## src/rtl/mclk_pkg.sv

```systemverilog
package mclk_pkg;
  localparam int WORD_W  = 32;
  localparam int CODE_W  = 4;
  localparam int MAX_EXP = 8;
  localparam int CNT_W   = MAX_EXP;
  localparam int SEL_LSB = 16;
  localparam int EN_BIT  = 24;
  localparam int TMO_W   = 4;
  localparam logic [CODE_W-1:0] BYP_CODE = '1;

  typedef struct packed {
    logic              en;
    logic              byp;
    logic              bad;
    logic [CODE_W-1:0] expo;
  } mode_t;

  // Turn a control word into an applied clock mode.
  function automatic mode_t decode_mode(logic [WORD_W-1:0] word, logic byp_ok);
    mode_t m;
    logic [CODE_W-1:0] code;
    code   = word[SEL_LSB +: CODE_W];
    m.en   = word[EN_BIT];
    m.byp  = 1'b0;
    m.bad  = 1'b0;
    m.expo = CODE_W'(MAX_EXP);
    if (code <= CODE_W'(MAX_EXP)) begin
      m.expo = code;
    end else if (code == BYP_CODE && byp_ok) begin
      m.byp = m.en;
    end else begin
      m.bad = 1'b1;
    end
    return m;
  endfunction

  // Last count of a half period that lasts 2^expo cycles.
  function automatic logic [CNT_W-1:0] half_limit(logic [CODE_W-1:0] expo);
    logic [CNT_W:0] span;
    span = (CNT_W+1)'(1) << expo;
    return CNT_W'(span - 1'b1);
  endfunction
endpackage

```

## src/rtl/mclk_ctl_reg.sv

```systemverilog
module mclk_ctl_reg
  import mclk_pkg::*;
(
  input  logic              clk,
  input  logic              rst,
  input  logic              wr_en,
  input  logic [WORD_W-1:0] wr_data,
  input  logic              bypass_ok,
  output logic [WORD_W-1:0] ctl_word,
  output mode_t             want_mode,
  output logic              bad_flag
);
  always_ff @(posedge clk) begin
    if (rst) begin
      ctl_word <= '0;
    end else if (wr_en) begin
      ctl_word <= wr_data;
    end
  end

  assign want_mode = decode_mode(ctl_word, bypass_ok);

  always_ff @(posedge clk) begin
    if (rst) begin
      bad_flag <= 1'b0;
    end else begin
      bad_flag <= bad_flag | want_mode.bad;
    end
  end
endmodule

```

## src/rtl/mclk_div_core.sv

```systemverilog
module mclk_div_core
  import mclk_pkg::*;
(
  input  logic  clk,
  input  logic  rst,
  input  mode_t want_mode,
  output mode_t act_mode,
  output logic  div_q,
  output logic  load_now,
  output logic  rise_next
);
  logic [CNT_W-1:0] cnt;
  logic [CNT_W-1:0] lim;
  logic             at_end;

  assign lim       = half_limit(act_mode.expo);
  assign at_end    = (cnt == lim);
  // Settings are taken while idle, bypassed, or at the card clock fall.
  assign load_now  = !act_mode.en || act_mode.byp || (div_q && at_end);
  assign rise_next = act_mode.byp || (act_mode.en && !div_q && at_end);

  always_ff @(posedge clk) begin
    if (rst) begin
      act_mode <= '0;
      cnt      <= '0;
      div_q    <= 1'b0;
    end else if (load_now) begin
      act_mode <= want_mode;
      cnt      <= '0;
      div_q    <= 1'b0;
    end else if (at_end) begin
      cnt      <= '0;
      div_q    <= ~div_q;
    end else begin
      cnt      <= cnt + 1'b1;
    end
  end
endmodule

```

## src/rtl/mclk_out_sel.sv

```systemverilog
module mclk_out_sel (
  input  logic clk,
  input  logic rst,
  input  logic byp_req,
  input  logic div_q,
  output logic card_clk
);
  logic byp_sel;

  // Select changes only while clk is low and the divided clock is low.
  always_ff @(negedge clk) begin
    if (rst) begin
      byp_sel <= 1'b0;
    end else begin
      byp_sel <= byp_req;
    end
  end

  assign card_clk = byp_sel ? clk : div_q;
endmodule

```

## src/rtl/card_clk_gen.sv

```systemverilog
module card_clk_gen
  import mclk_pkg::*;
(
  input  logic              clk,
  input  logic              rst,
  input  logic              wr_en,
  input  logic [WORD_W-1:0] wr_data,
  input  logic              bypass_ok,
  output logic              card_clk,
  output logic              rise_stb,
  output logic              bad_setting,
  output logic [TMO_W-1:0]  tmo_resp,
  output logic [TMO_W-1:0]  tmo_busy,
  output logic [TMO_W-1:0]  tmo_rdwr,
  output logic [TMO_W-1:0]  tmo_done
);
  logic [WORD_W-1:0] ctl_word;
  mode_t             want_mode;
  mode_t             act_mode;
  logic              div_q;
  logic              load_now;
  logic              rise_next;
  logic              act_en;
  logic              act_byp;
  logic [CODE_W-1:0] act_exp;

  mclk_ctl_reg u_reg (
    .clk       (clk),
    .rst       (rst),
    .wr_en     (wr_en),
    .wr_data   (wr_data),
    .bypass_ok (bypass_ok),
    .ctl_word  (ctl_word),
    .want_mode (want_mode),
    .bad_flag  (bad_setting)
  );

  mclk_div_core u_div (
    .clk       (clk),
    .rst       (rst),
    .want_mode (want_mode),
    .act_mode  (act_mode),
    .div_q     (div_q),
    .load_now  (load_now),
    .rise_next (rise_next)
  );

  mclk_out_sel u_sel (
    .clk      (clk),
    .rst      (rst),
    .byp_req  (act_mode.byp),
    .div_q    (div_q),
    .card_clk (card_clk)
  );

  assign act_en   = act_mode.en;
  assign act_byp  = act_mode.byp;
  assign act_exp  = act_mode.expo;
  assign rise_stb = rise_next;

  generate
    for (genvar f = 0; f < 4; f++) begin : g_tmo
      localparam int LSB = (3 - f) * TMO_W;
      logic [TMO_W-1:0] fld;
      assign fld = ctl_word[LSB +: TMO_W];
    end
  endgenerate

  assign tmo_resp = g_tmo[0].fld;
  assign tmo_busy = g_tmo[1].fld;
  assign tmo_rdwr = g_tmo[2].fld;
  assign tmo_done = g_tmo[3].fld;
endmodule

```

## config.mk

```make
export PLATFORM = sky130hd
export DESIGN_NAME = card_clk_gen
export DESIGN_NICKNAME = d
export VERILOG_FILES = /design/src/rtl/mclk_pkg.sv /design/src/rtl/mclk_ctl_reg.sv /design/src/rtl/mclk_div_core.sv /design/src/rtl/mclk_out_sel.sv /design/src/rtl/card_clk_gen.sv
export SDC_FILE = /design/constraint.sdc
export NUM_CORES = 1
export LEC_CHECK = 0
export ABC_AREA = 0
export BUFFER_PORTS_ARGS = -buffer_cell sky130_fd_sc_hd__buf_2
export CAP_MARGIN = 20
export CORE_ASPECT_RATIO = 0.8
export CORE_MARGIN = 1.5
export CORE_UTILIZATION = 51
export CTS_CLUSTER_SIZE = 30
export DETAILED_ROUTE_END_ITERATION = 10
export GPL_TIMING_DRIVEN = 0
export PLACE_DENSITY_LB_ADDON = 0.15
export SYNTH_ARGS = -nofsm -noshare
export SYNTH_HDL_FRONTEND = slang
export SYNTH_SLANG_ARGS = --single-unit
```

## constraint.sdc

```tcl
create_clock -name clk -period 3.7 [get_ports clk]
set_input_delay 0.185 -clock clk [delete_from_list [all_inputs] [get_ports clk]]
set_output_delay 0.185 -clock clk [all_outputs]
set_load 0.05 [all_outputs]
```

==> results.toml <==
[status]
outcome = "finished, violations left"
violations = "DRC"

[logic_synthesis]
ys_seq_elements = 38
syn_avg_cell_area_sq_um = 9.55
yosysTopAreaCellShare_pct = 39.8
synth_seq_area_share_pct = 39.8
yosys.area.top_type = "dfxtp_1"
synth_flop_cell = "dfxtp_1"
synth_edf_count = 0
postSynth.asyncResetShare_pct = 0
synth_fp_nets = 238
yosys_warnings = 0
synth_cells = 200
synthTopCellsByArea = "dfxtp_1 (40%), mux2i_1 (12%), buf_4 (6.3%), nor2_1 (6.3%), xor2_1 (2.8%)"
post_synth_instance_area_sq_um = 1910
ys_types = 45

[route]
drc = 1
dr.pass1.iters = 7
vias_per_cell = 5.07
wirelength_um = 3640
wl_per_cell_um = 12.3
drt_iter0_drc = 69
ant_nets = 0
vias = 1496

[timing]
worst_pin_slew_ns = 0.739
fin_tns_setup_ns = 0
slew_viol_final = 0
clock_skew_ns = 0.0662
hold_viol = 0
fin_crit_ns = 3.42
setup_viol = 0
fin_crit_sh_pct = 92.5
slew_headroom_pct = 50.7
rsz0062_at_grt = "no"
max_freq_mhz = 292

[pwr]
irDropWorstVdd_uv = 323
leakage_uw = 0.00110
total_power_uw = 1140
cellPowerDensity_nw_per_um2 = 485

[worst_setup_path]
critical_path.max_fanout = 7
endpoint_kind = "primary output"
path_class = "register to primary output"
r2r_end = "u_div.act_mode[0]"
start_kind = "register"
crit_required_ns = 3.51
r2r_cells = 8
r2r_start = "u_div.act_mode[0]"
arrival_ns = 3.24
r2r_slack_ns = 0.78

[cells_and_area]
layout.cells.non_filler = 295
drive_gt1_share_pct = 32.8
fin_util_pct = 67.0
finalNetCount = 290
multi_input_area_sq_um = 961
diodes = 0
synthToLayoutAreaGrowth_pct = 23.4
final_cell_area_sq_um = 2360
regArea_sq_um = 761
fill_cells = 310

[place]
dpl.cell_count = 284
io_buffers = 42
place_congestion = 0.759
hpwlAfterDp_um = 2690
placed_cell_area_sq_um = 2170

[floorplan]
die_w_um = 71.4
dieHeight_um = 57.7
io_pins = 55
coreArea_sq_um = 3520
die_area_sq_um = 4120
start_util_pct = 54.3
num_rows = 19

[global_route]
grt_overflow_total = 0
grt_max_degree = 14
grt_antenna_before_repair = 0
grt_pass1_wl_um = 5940
grtUsageTotal_pct = 19.5
grt_pass1_vias = 1344

[cts]
path_clk_slew_ns = 0.07
clk_latency_ns = 0.46
cts_setup_buffers = 0
cts_tree = "done"

[min_path]
whs_endpoint = "u_reg.ctl_word[7]"
worstHoldStart = "wr_data[7]"
holdPathStages = 3
hp-class = "input port to register"

[flow_run]
cap_violations = 0
[cells in the mapped netlist (all sizes together) (2+ instances only)]
library cell  instances
a21o                  3
a21oi                 2
buf                  22
clkbuf                3
dfxtp                38
ha                    2
inv                   8
mux2i                23
nand2                13
nand2b                2
nand3                 5
nand4                 3
nor2                 32
nor2b                 4
nor3                  2
nor4b                 2
o221ai                3
o31ai                 2
o41ai                 2
or3                   2
xnor2                 4
xor2                  7
[sequential cells by signal (all words and copies together) (netlist names)]
name,flops
u_reg.bad_flag,1
u_div.cnt,8
u_div.div_q,1
u_sel.byp_sel,1
u_div.act_mode,6
u_reg.ctl_word,21
[power breakdown]
group          leakage (uW)  internal, uW  switching (uW)
Combinational      0.000685          78.2             118
Sequential         0.000311           427            12.6
Clock              0.000103           341             166
[worst max-delay path by stage]
stage,from,cells after the start,endpoint
after floorplan,u_sel.byp_sel,1,card_clk
after global placement,u_div.act_mode[0],9,rise_stb
after detailed placement,u_div.act_mode[0],9,rise_stb
after CTS,u_div.act_mode[0],9,rise_stb
after global routing,u_div.act_mode[0],9,rise_stb
final,u_div.act_mode[0],9,rise_stb
[layer usage]
| layer | part of all wire, % | up-vias | wire [um] | global-route usage, % |
|---|---|---|---|---|
| li1 | - | 773 | - | - |
| met2 | 44 | 43 | 1590 | 26.4 |
| met1 | 48 | 673 | 1760 | 25.8 |
| met5 | 0 | - | 0 | 0 |
| met4 | 2.3 | 0 | 82 | 13.5 |
| met3 | 5.6 | 7 | 202 | 7.13 |
[placed cells by master, fill, tap and decap left out, types with 2 or more instances in the layout]
master     count
buf_2         44
dfxtp_1       38
nor2_1        32
mux2i_1       23
buf_4         16
nand2_1       13
inv_1          8
clkbuf_8       8
xor2_1         6
nand3_1        5
nor2b_1        4
xnor2_1        4
clkbuf_1       3
a21o_1         3
buf_1          3
nand4_1        3
o221ai_1       3
or3_1          2
a21oi_1        2
nand2b_1       2
ha_1           2
bufinv_16      2
[critical path, stage by stage (launching register included)]
cell	delay (ns)
dfxtp_1	0.49
inv_1	0.10
or4_1	0.54
ha_1	0.26
xor2_1	0.17
xnor2_1	0.33
o2111ai_4	0.26
nor3_2	0.26
a31o_2	0.17
buf_2	0.26
[through the flow]
step                      hold slack (ns)  worst slack (ns)
after CTS                         0.00424             0.180
after global routing              0.00707            0.0798
final                              0.0159             0.276
after global placement              0.419             0.628
after floorplan                     0.332             0.288
after detailed placement            0.429             0.621
[cell type report]
| class | instances | area share (%) |
|---|---|---|
| timing repair buffer | 41 | 8.70 |
| clock inverter | 4 | 3.08 |
| multi-input combinational | 129 | 40.8 |
| buffer | 25 | 6.95 |
| tap | 42 | 2.23 |
| clock buffer | 9 | 4.88 |
| sequential | 38 | 32.3 |
| inverter | 7 | 1.11 |
[kinds of logic after synthesis]
logic type,after synthesis,share of synthesized area (%)
adder cells (fa/ha/maj),2,1.31
XOR/XNOR,11,5.44
buffers and inverters,33,10.2
AO/OA/AOI/OAI,23,12.6
flip-flops,38,39.8
AND/OR/NAND/NOR,70,18.6
multiplexers,23,12.0
[what timing repair did]
action,4_1_cts,5_1_grt
hold buffers,0,0
resized for setup,0,1
endpoints found under the setup margin,0,1
No activity file was read; power rests on OpenSTA's default activity.
